### config.mk
export PLATFORM = sky130hd
export DESIGN_NAME = lfm_burst_gen
export DESIGN_NICKNAME = d
export VERILOG_FILES = /design/src/rtl/lfm_gen_pkg.sv /design/src/rtl/lfm_pulse_timer.sv /design/src/rtl/lfm_phase_accum.sv /design/src/rtl/lfm_sincos.sv /design/src/rtl/lfm_burst_gen.sv
export SDC_FILE = /design/constraint.sdc
export NUM_CORES = 1
export LEC_CHECK = 0
export ABC_AREA = 1
export ABC_CLOCK_PERIOD_IN_PS = 15900
export BUFFER_PORTS_ARGS = -buffer_cell sky130_fd_sc_hd__buf_4
export CAP_MARGIN = 5
export CORE_MARGIN = 5
export CORE_UTILIZATION = 46
export DETAILED_ROUTE_END_ITERATION = 10
export HOLD_SLACK_MARGIN = 0.05
export PLACE_DENSITY = 0.73
export SLEW_MARGIN = 25
export SYNTH_ARGS = -nofsm -noshare
export SYNTH_HDL_FRONTEND = slang
export SYNTH_HIERARCHICAL = 1
export SYNTH_SLANG_ARGS = --single-unit
### constraint.sdc
create_clock -name clk -period 15.9 [get_ports clk]
set_input_delay 3.18 -clock clk [delete_from_list [all_inputs] [get_ports clk]]
set_output_delay 3.18 -clock clk [all_outputs]
set_load 0.1 [all_outputs]
### src/rtl/lfm_gen_pkg.sv
package lfm_gen_pkg;
    typedef enum logic [1:0] {
        ST_IDLE = 2'd0,
        ST_RUN  = 2'd1,
        ST_HOLD = 2'd2
    } tstate_e;

    typedef enum logic [1:0] {
        MD_PULSE = 2'd0,
        MD_TONE  = 2'd1,
        MD_SWEEP = 2'd2,
        MD_RSVD  = 2'd3
    } mode_e;
endpackage

### src/rtl/lfm_pulse_timer.sv
module lfm_pulse_timer
    import lfm_gen_pkg::*;
#(
    parameter int ACC_W = 32,
    parameter int CNT_W = 16
) (
    input  logic             clk,
    input  logic             rst_n,
    input  logic             start_req,
    input  logic [1:0]       mode_sel,
    input  logic [ACC_W-1:0] inc_start,
    input  logic [ACC_W-1:0] inc_step,
    input  logic [CNT_W-1:0] pulse_len,
    input  logic [CNT_W-1:0] pri_len,
    input  logic [CNT_W-1:0] pulse_num,
    output logic             tx_active,
    output logic             restart,
    output logic [ACC_W-1:0] s_inc_o,
    output logic [ACC_W-1:0] d_inc_o
);
    localparam logic [CNT_W-1:0] ONE = CNT_W'(1);

    typedef struct packed {
        tstate_e          st;
        logic             start_prev;
        mode_e            mode;
        logic [ACC_W-1:0] s_inc;
        logic [ACC_W-1:0] d_inc;
        logic [CNT_W-1:0] len;
        logic [CNT_W-1:0] pri;
        logic [CNT_W-1:0] num;
        logic [CNT_W-1:0] cyc;
        logic [CNT_W-1:0] pulses;
    } tmr_t;

    tmr_t tm_q, tm_d;
    logic launch;
    logic running;
    logic pri_end;
    logic per_end;
    logic last_pulse;

    always_comb begin
        launch     = start_req && !tm_q.start_prev;
        running    = (tm_q.st == ST_RUN);
        pri_end    = (tm_q.cyc == tm_q.pri - ONE);
        per_end    = (tm_q.cyc == tm_q.len - ONE);
        last_pulse = ((tm_q.pulses + ONE) >= tm_q.num);

        tx_active = 1'b0;
        restart   = 1'b0;
        if (running) begin
            unique case (tm_q.mode)
                MD_TONE: begin
                    tx_active = 1'b1;
                    restart   = (tm_q.cyc == '0);
                end
                MD_SWEEP: begin
                    tx_active = !per_end;
                    restart   = !per_end && (tm_q.cyc == '0);
                end
                default: begin
                    tx_active = (tm_q.cyc < tm_q.len);
                    restart   = (tm_q.cyc < tm_q.len) && (tm_q.cyc == '0);
                end
            endcase
        end

        tm_d            = tm_q;
        tm_d.start_prev = start_req;
        unique case (tm_q.st)
            ST_IDLE: begin
                if (launch) begin
                    tm_d.st     = ST_RUN;
                    tm_d.mode   = mode_e'(mode_sel);
                    tm_d.s_inc  = inc_start;
                    tm_d.d_inc  = (mode_e'(mode_sel) == MD_TONE) ? '0 : inc_step;
                    tm_d.len    = pulse_len;
                    tm_d.pri    = pri_len;
                    tm_d.num    = pulse_num;
                    tm_d.cyc    = '0;
                    tm_d.pulses = '0;
                end
            end
            ST_RUN: begin
                unique case (tm_q.mode)
                    MD_TONE: begin
                        if (!start_req) tm_d.st = ST_IDLE;
                        tm_d.cyc = ONE;
                    end
                    MD_SWEEP: begin
                        if (!start_req) tm_d.st = ST_IDLE;
                        tm_d.cyc = per_end ? '0 : tm_q.cyc + ONE;
                    end
                    default: begin
                        if (pri_end) begin
                            tm_d.cyc = '0;
                            if (last_pulse) tm_d.st = ST_HOLD;
                            else            tm_d.pulses = tm_q.pulses + ONE;
                        end else begin
                            tm_d.cyc = tm_q.cyc + ONE;
                        end
                    end
                endcase
            end
            ST_HOLD: begin
                if (!start_req) tm_d.st = ST_IDLE;
            end
            default: tm_d.st = ST_IDLE;
        endcase
    end

    always_ff @(posedge clk) begin
        if (!rst_n) begin
            tm_q            <= '0;
            tm_q.start_prev <= 1'b1;
        end else begin
            tm_q <= tm_d;
        end
    end

    assign s_inc_o = tm_q.s_inc;
    assign d_inc_o = tm_q.d_inc;


    hold_until_release_chk: assert property (@(posedge clk) disable iff (!rst_n)
        (tm_q.st == ST_HOLD && start_req) |=> (tm_q.st == ST_HOLD));


    single_gap_chk: assert property (@(posedge clk) disable iff (!rst_n)
        (running && tm_q.mode == MD_SWEEP && !tx_active && start_req && tm_q.len > ONE)
        |=> tx_active);


    pulse_bound_chk: assert property (@(posedge clk) disable iff (!rst_n)
        (running && (tm_q.mode == MD_PULSE || tm_q.mode == MD_RSVD))
        |-> ((tm_q.pulses < tm_q.num) || (tm_q.pulses == '0)));


    rise_restart_chk: assert property (@(posedge clk) disable iff (!rst_n)
        $rose(tx_active) |-> restart);
endmodule

### src/rtl/lfm_phase_accum.sv
module lfm_phase_accum #(
    parameter int ACC_W = 32
) (
    input  logic             clk,
    input  logic             rst_n,
    input  logic             act,
    input  logic             restart,
    input  logic [ACC_W-1:0] s_inc,
    input  logic [ACC_W-1:0] d_inc,
    output logic [ACC_W-1:0] phase_o
);
    typedef struct packed {
        logic [ACC_W-1:0] ph;
        logic [ACC_W-1:0] inc;
    } acc_t;

    acc_t acc_q, acc_d;

    always_comb begin
        acc_d = acc_q;
        if (restart) begin
            acc_d.ph  = s_inc;
            acc_d.inc = s_inc + d_inc;
        end else if (act) begin
            acc_d.ph  = acc_q.ph + acc_q.inc;
            acc_d.inc = acc_q.inc + d_inc;
        end
        phase_o = (act && !restart) ? acc_q.ph : '0;
    end

    always_ff @(posedge clk) begin
        if (!rst_n) acc_q <= '0;
        else        acc_q <= acc_d;
    end


    restart_load_chk: assert property (@(posedge clk) disable iff (!rst_n)
        restart |=> (acc_q.ph == $past(s_inc)));


    sweep_step_chk: assert property (@(posedge clk) disable iff (!rst_n)
        (act && !restart) |=> (acc_q.inc == $past(acc_q.inc) + $past(d_inc)));
endmodule

### src/rtl/lfm_sincos.sv
module lfm_sincos #(
    parameter int ACC_W  = 32,
    parameter int ABITS  = 8,
    parameter int SAMP_W = 16
) (
    input  logic                     clk,
    input  logic                     rst_n,
    input  logic                     act,
    input  logic [ACC_W-1:0]         phase,
    output logic signed [SAMP_W-1:0] i_o,
    output logic signed [SAMP_W-1:0] q_o
);
    localparam int LUT_N = 1 << ABITS;
    localparam int HALF  = LUT_N / 2;
    localparam int QTR   = LUT_N / 4;
    localparam longint AMP = (longint'(1) << (SAMP_W - 1)) - 1;

    function automatic logic signed [SAMP_W-1:0] sine_val(input int idx);
        longint p, x, v;
        logic   neg;
        neg = (idx >= HALF);
        p   = neg ? longint'(idx - HALF) : longint'(idx);
        x   = p * (HALF - p);
        v   = (AMP * 16 * x) / (5 * HALF * HALF - 4 * x);
        if (neg) v = -v;
        return SAMP_W'(v);
    endfunction

    logic signed [SAMP_W-1:0] sin_tbl [LUT_N];

    for (genvar g = 0; g < LUT_N; g++) begin : g_tbl
        assign sin_tbl[g] = sine_val(g);
    end

    typedef struct packed {
        logic signed [SAMP_W-1:0] i;
        logic signed [SAMP_W-1:0] q;
    } iq_t;

    iq_t iq_q, iq_d;
    logic [ABITS-1:0] s_idx, c_idx;

    always_comb begin
        s_idx = phase[ACC_W-1 -: ABITS];
        c_idx = s_idx + ABITS'(QTR);
        iq_d  = '0;
        if (act) begin
            iq_d.i = sin_tbl[c_idx];
            iq_d.q = sin_tbl[s_idx];
        end
    end

    always_ff @(posedge clk) begin
        if (!rst_n) iq_q <= '0;
        else        iq_q <= iq_d;
    end

    assign i_o = iq_q.i;
    assign q_o = iq_q.q;


    zero_angle_chk: assert property (@(posedge clk) disable iff (!rst_n)
        (act && phase[ACC_W-1 -: ABITS] == '0)
        |=> (i_o == SAMP_W'(AMP) && q_o == '0));
endmodule

### src/rtl/lfm_burst_gen.sv
module lfm_burst_gen #(
    parameter int ACC_W     = 32,
    parameter int CNT_W     = 16,
    parameter int LUT_ABITS = 8,
    parameter int SAMP_W    = 16
) (
    input  logic                     clk,
    input  logic                     rst_n,
    input  logic                     start_req,
    input  logic [1:0]               mode_sel,
    input  logic [ACC_W-1:0]         inc_start,
    input  logic [ACC_W-1:0]         inc_step,
    input  logic [CNT_W-1:0]         pulse_len,
    input  logic [CNT_W-1:0]         pri_len,
    input  logic [CNT_W-1:0]         pulse_num,
    output logic                     tx_active,
    output logic [ACC_W-1:0]         phase_out,
    output logic signed [SAMP_W-1:0] i_out,
    output logic signed [SAMP_W-1:0] q_out
);
    logic             restart;
    logic [ACC_W-1:0] s_inc;
    logic [ACC_W-1:0] d_inc;

    lfm_pulse_timer #(.ACC_W(ACC_W), .CNT_W(CNT_W)) u_timer (
        .clk       (clk),
        .rst_n     (rst_n),
        .start_req (start_req),
        .mode_sel  (mode_sel),
        .inc_start (inc_start),
        .inc_step  (inc_step),
        .pulse_len (pulse_len),
        .pri_len   (pri_len),
        .pulse_num (pulse_num),
        .tx_active (tx_active),
        .restart   (restart),
        .s_inc_o   (s_inc),
        .d_inc_o   (d_inc)
    );

    lfm_phase_accum #(.ACC_W(ACC_W)) u_accum (
        .clk     (clk),
        .rst_n   (rst_n),
        .act     (tx_active),
        .restart (restart),
        .s_inc   (s_inc),
        .d_inc   (d_inc),
        .phase_o (phase_out)
    );

    lfm_sincos #(.ACC_W(ACC_W), .ABITS(LUT_ABITS), .SAMP_W(SAMP_W)) u_sincos (
        .clk   (clk),
        .rst_n (rst_n),
        .act   (tx_active),
        .phase (phase_out),
        .i_o   (i_out),
        .q_o   (q_out)
    );


    gate_zero_chk: assert property (@(posedge clk) disable iff (!rst_n)
        !tx_active |=> (i_out == '0 && q_out == '0));
endmodule

==> results of run 1 <==
[area by class of cell]
class / instances / share of cell area (%)
Multi-Input combinational cell: 2939 / 59.5
Sequential cell: 245 / 20.2
Timing Repair Buffer: 205 / 6.35
Inverter: 457 / 7.11
Clock buffer: 40 / 3.33
Tap cell: 615 / 3.17
Clock inverter: 10 / 0.320
[through the flow]
step                      instance area, µm²  util [%]  worst slack, ns
after CTS                              24200      50.8             7.23
after floorplan                        22200         -             7.04
after detailed placement               23400      48.9             7.88
after global placement                 23300      48.9             7.42
final                                  24200      50.8             7.25
after global routing                   24200      50.8             6.79
[routing by layer]
| metal | GRT usage (%) | routed length (µm) |
|---|---|---|
| met1 | 39.9 | 35200 |
| met2 | 48.5 | 37400 |
| met3 | 4.98 | 6630 |
| met4 | 14.6 | 4820 |
| met5 | 0 | 30 |
[synth_stat cells (all sizes together), types with 3 or more instances]
master  number
a21boi      22
a21oi      293
a22oi        4
a31oi       13
and2         4
buf        142
clkbuf      80
clkinv       3
dfxtp      245
ha         128
inv        454
nand2     1243
nand3      352
nand3b      17
nand4       40
nor2       469
nor3        20
nor4         6
o211ai      14
o21a         3
o21ai      225
o21bai       9
or2          9
xnor2       12
xor2        46
[power groups by stage]
stage	Combinational [mW]	Clock, mW	Sequential, mW
finish	0.357	0.633	0.671
floorplan	0.257	0	0.685
detailed placement	0.353	0	0.683
CTS	0.355	0.647	0.670
global route	0.402	0.672	0.674
global placement	0.350	0	0.683
[sequential cells by signal, indices dropped and copies added, names as in the netlist]
name / flops
u_timer/s_inc_o: 32
u_sincos/q_o: 16
u_timer/tm_q: 85
u_sincos/i_o: 16
u_accum/acc_q: 64
u_timer/d_inc_o: 32
[cells by family (layout without fill, tap and decap cells)]
family          after synthesis  in the layout  share of synthesized area [%]
buf+inv                     679            712                           13.2
compound gates              590            590                           14.1
flops                       245            245                           22.1
simple gates               2161           2161                           40.9
fa+ha+maj                   130            130                           7.39
xor+xnor                     58             58                           2.29
[worst paths after layout]
path	slack [ns]	end	from
worst max-delay path	7.25	phase_out[29]	u_timer/tm_q[65]
worst min-delay path	0.46	u_timer/tm_q[38]	u_timer/tm_q[38]
worst max register to register	8.72	u_sincos/i_o[3]	u_timer/tm_q[65]
worst min register to register	0.46	u_timer/tm_q[38]	u_timer/tm_q[38]
[critical path, stage by stage, from the launching register on]
cell	delay, ns
dfxtp_1	0.31
inv_1	0.12
ha_1	0.25
nand2_1	0.12
nor2_2	0.25
nand2_1	0.08
nand2_1	0.06
nand2_1	0.05
nand2_1	0.06
inv_1	0.03
nand2_1	0.05
nor2_1	0.04
nand2_1	0.41
nand2_1	0.14
nand3_1	0.12
nand2_1	0.06
a21oi_1	0.38
inv_1	0.14
nor2_4	0.54
inv_2	0.54
nor2_4	0.18
buf_4	0.52
buf_4	0.41
==> results.py, run 1 <==
metrics = {
    "synth": {
        "yosys_warnings": 6,
        "yosysTopAreaCell": "dfxtp_1",
        "synthCells": 3863,
        "ys_seq_area_share_pct": 22.1,
        "synth_seq_cells": 245,
        "yosysUniqueCellTypes": 49,
        "ys.flop_type": "dfxtp_1",
        "netlist_top_cells_area": "dfxtp_1 (22%), nand2_1 (20%), nor2_1 (7.5%)",
        "syn_avg_cell_area_um2": 5.75,
        "syn-cell-area_um2": 22200,
        "synth_top_area_share_pct": 22.1,
        "synth_edf_count": 0,
        "async_reset_ff_share_pct": 0,
        "syn_nets": 4110,
    },
    "place": {
        "place_congestion": 1.03,
        "hpwl_um": 63800,
        "io_buffers": 181,
        "dp_cells": 4461,
    },
    "power": {
        "power.share.sequential_pct": 40.4,
        "power_density_nw_per_um2": 68.5,
        "p_sw_uw": 540,
        "switching_share_pct": 32.5,
        "p_int_mw": 1.12,
        "power_mw": 1.66,
        "power_frac_comb_pct": 21.5,
        "ir_worst_vdd_v": 0.0000882,
        "p_leak_nw": 12.4,
        "clockPowerShare_pct": 38.1,
    },
    "cells_and_area": {
        "layout_common_cells": "nand2_1 (1211), nor2_1 (438), inv_1 (435)",
        "fillers": 5093,
        "drive_gt1_share_pct": 9.32,
        "nets": 4124,
        "syn_to_final_growth_pct": 9.15,
        "antenna_cells": 0,
        "final_common_cell": "nand2_1",
        "regArea_um2": 4900,
        "multiInputGateArea_um2": 14400,
        "fin_cells": 4511,
    },
    "timing": {
        "hold_ws_ns": 0.461,
        "post-route-period-util_pct": 54.4,
        "max_clock_freq_mhz": 116,
        "worst_slew_pin_slew_ns": 0.988,
        "finalCriticalPeriod_ns": 8.65,
        "fin_skew_ns": 0.0143,
        "final.setup.tns_ns": 0,
        "rsz0062_at_grt": "no",
        "slew_headroom_pct": 34.1,
        "final-setup-viol-count": 0,
        "hold_viol": 0,
        "report.final.slew_viol_count": 0,
    },
    "route": {
        "ant_nets": 0,
        "wl_per_cell_um": 18.6,
        "totalWireLength_um": 84100,
        "dr.pass1.iters": 7,
        "drc": 0,
        "drt_iter0_drc": 2630,
        "via_count": 25000,
        "via_per_inst": 5.54,
    },
    "cts": {
        "h-tree-depth": 1,
        "post_cts_buffers": 0,
        "cts_made_buffers": 29,
        "cts_hold_buf": 0,
        "cts_max_path_buffers": 3,
        "cts.sinks": 245,
        "clock_latency_ns": 0.59,
        "cts_tree": "built",
        "cts-root-buf": "clkbuf_16",
        "clk_pin_slew_ns": 0.06,
        "post_cts_resize_count": 0,
    },
    "global_route": {
        "grt_remaining_overflow": 0,
        "grt_pass1_wl_um": 129000,
        "antenna_found_initial": 2,
        "grt_max_degree": 83,
        "grt_use_total_pct": 30.3,
        "grt_pass1_vias": 23100,
    },
    "setup_path": {
        "rr_worst_depth": 35,
        "worstPathMaxFanout": 47,
        "critical_path_class": "reg -> out",
        "arrival_ns": 5.47,
        "cp-end-kind": "output pin",
        "required_ns": 12.72,
        "cp-start-kind": "flip-flop",
    },
    "floorplan": {
        "fp-row-count": 80,
        "ios": 182,
        "initial_core_util_pct": 46.5,
        "die-area_um2": 52800,
        "dieHeight_um": 230,
        "core_um2": 47700,
        "fp.dieW_um": 230,
    },
    "min_path": {
        "hold_depth": 2,
        "hold_class": "reg -> reg",
    },
    "run_status": {
        "outcome": "complete, no violations",
    },
    "run": {
        "cap_violations": 0,
    },
}
Note: power is estimated with default switching activity, not from simulation.
==> inputs of run 2 (changes only) <==
--- a/config.mk
+++ b/config.mk
@@ -6,7 +6,7 @@
 export NUM_CORES = 1
 export LEC_CHECK = 0
 export ABC_AREA = 1
-export ABC_CLOCK_PERIOD_IN_PS = 15900
+export ABC_CLOCK_PERIOD_IN_PS = 7980
 export BUFFER_PORTS_ARGS = -buffer_cell sky130_fd_sc_hd__buf_4
 export CAP_MARGIN = 5
 export CORE_MARGIN = 5
==> constraint.sdc (replaced) <==
create_clock -name clk -period 7.98 [get_ports clk]
set_input_delay 1.596 -clock clk [delete_from_list [all_inputs] [get_ports clk]]
set_output_delay 1.596 -clock clk [all_outputs]
set_load 0.1 [all_outputs]
==> results.py, run 2 (same netlist as run 1, synthesis figures left out) <==
metrics = {
    "route": {
        "dr.pass1.iters": 7,
        "wl_per_cell_um": 19.8,
        "totalWireLength_um": 89600,
        "drt_iter0_drc": 2528,
        "via_per_inst": 5.54,
        "ant_nets": 0,
        "drc": 0,
        "via_count": 25000,
    },
    "global_route": {
        "grt_pass1_wl_um": 138000,
        "grt_remaining_overflow": 0,
        "grt_pass1_vias": 24000,
        "grt_use_total_pct": 32.7,
        "grt_max_degree": 110,
        "antenna_found_initial": 0,
    },
    "place": {
        "place_congestion": 1.04,
        "hpwl_um": 68300,
        "dp_cells": 4466,
        "io_buffers": 181,
    },
    "cts": {
        "post_cts_resize_count": 0,
        "clk_pin_slew_ns": 0.06,
        "clock_latency_ns": 0.59,
        "cts_tree": "built",
        "cts_max_path_buffers": 3,
        "cts.sinks": 245,
        "cts_hold_buf": 0,
        "cts-root-buf": "clkbuf_16",
        "post_cts_buffers": 0,
        "h-tree-depth": 1,
        "cts_made_buffers": 29,
    },
    "floorplan": {
        "dieHeight_um": 230,
        "die-area_um2": 52800,
        "initial_core_util_pct": 46.5,
        "core_um2": 47700,
        "fp.dieW_um": 230,
        "fp-row-count": 80,
        "ios": 182,
    },
    "timing": {
        "worst_slew_pin_slew_ns": 1.10,
        "hold_viol": 0,
        "rsz0062_at_grt": "no",
        "fin_skew_ns": 0.0169,
        "finalCriticalPeriod_ns": 6.15,
        "final.setup.tns_ns": 0,
        "final-setup-viol-count": 0,
        "max_clock_freq_mhz": 163,
        "post-route-period-util_pct": 77.1,
        "report.final.slew_viol_count": 0,
        "slew_headroom_pct": 26.9,
    },
    "power": {
        "ir_worst_vdd_v": 0.000182,
        "power_density_nw_per_um2": 143,
        "power_mw": 3.50,
        "p_int_mw": 2.41,
        "clockPowerShare_pct": 41.3,
        "power_frac_comb_pct": 20.4,
        "p_sw_mw": 1.09,
        "power.share.sequential_pct": 38.2,
        "p_leak_nw": 12.5,
        "switching_share_pct": 31.1,
    },
    "cells_and_area": {
        "drive_gt1_share_pct": 9.50,
        "final_common_cell": "nand2_1",
        "syn_to_final_growth_pct": 10.0,
        "nets": 4129,
        "regMostFlops": "u_timer/tm_q",
        "fin_cells": 4521,
        "layout_common_cells": "nand2_1 (1212), nor2_1 (438), inv_1 (437)",
        "reg_top3": "u_timer/tm_q x85, u_accum/acc_q x64",
        "fillers": 5040,
        "largest_register_ffs": 85,
    },
    "setup_path": {
        "rr_worst_depth": 23,
        "cp-start-kind": "flip-flop",
        "timing.rr.start": "u_timer/tm_q[144]",
        "arrival_ns": 4.56,
        "critical_path_class": "reg -> out",
        "rr_endpoint": "u_sincos/q_o[8]",
        "worstPathMaxFanout": 28,
        "reg2reg_setup_slack_ns": 2.01,
        "required_ns": 6.38,
        "cp-end-kind": "output pin",
    },
    "min_path": {
        "whs_endpoint": "u_timer/tm_q[38]",
        "min-delay-start": "u_timer/tm_q[38]",
        "hold_class": "reg -> reg",
        "hold_depth": 2,
    },
    "run": {
        "cap_violations": 0,
    },
    "run_status": {
        "outcome": "complete, no violations",
    },
}
[run 2: changes by cell type in the layout (fill, tap and decap cells not counted), moves of 2 or more]
cell,change
inv_2,-2
bufinv_16,+5
clkbuf_8,+2
diode_2,+2
inv_1,+2
buf_4,+4
clkbuf_1,-3
[run 2: worst max-delay path: stages (launching register included)]
cell and delay, ns:
dfxtp_1 0.33, inv_1 0.06, ha_1 0.69, clkinv_1 0.66, nand3_1 0.29, nand2_1 0.07
a21oi_1 0.37, inv_1 0.10, nor2_2 0.13, inv_2 0.15, buf_4 0.30, nor2_4 0.43
buf_4 0.40
[run 2: cell type report]
type	count	area (µm²)	share of cell area, %
inverter	457	1720	7.05
antenna	2	5.00	0.0205
sequential	245	4900	20.1
clock buffer	39	823	3.37
timing repair buffer	210	1580	6.47
multi-input combinational	2939	14400	59.0
clock inverter	14	219	0.896
tap	615	769	3.15
[run 2: worst max path at each step]
stage                      start              end  slack, ns
5_1_grt        u_timer/tm_q[144]    phase_out[26]       1.49
2_1_floorplan   u_timer/tm_q[65]  u_sincos/q_o[2]       0.07
3_5_place_dp   u_timer/tm_q[144]  u_sincos/q_o[2]       2.26
4_1_cts        u_timer/tm_q[144]    phase_out[26]       1.82
6_report       u_timer/tm_q[144]    phase_out[26]       1.83
3_3_place_gp   u_timer/tm_q[144]  u_sincos/i_o[8]       2.33
[run 2: power groups by stage]
stage,clock network [mW],logic (mW),registers [mW]
finish,1.45,0.716,1.34
global route,1.53,0.809,1.35
CTS,1.48,0.709,1.34
detailed placement,0,0.704,1.36
global placement,0,0.699,1.36
floorplan,0,0.512,1.37
[run 2: stage by stage]
step,area [µm²],utilization (%),setup WS [ns],hold slack (ns)
2_1_floorplan,22200,-,0.0696,0.435
3_3_place_gp,23400,49.0,2.33,0.452
3_5_place_dp,23400,49.0,2.26,0.454
4_1_cts,24400,51.2,1.82,0.465
5_1_grt,24400,51.2,1.49,0.481
6_report,24400,51.2,1.83,0.461
[run 2: routing by layer]
layer / track usage, % / wire (µm) / vias up
met1: 40.6 / 36200 / 11300
met5: 0 / 0 / -
li1: - / - / 12300
met3: 5.44 / 6890 / 303
met4: 21.4 / 6940 / 0
met2: 52.3 / 39500 / 1151
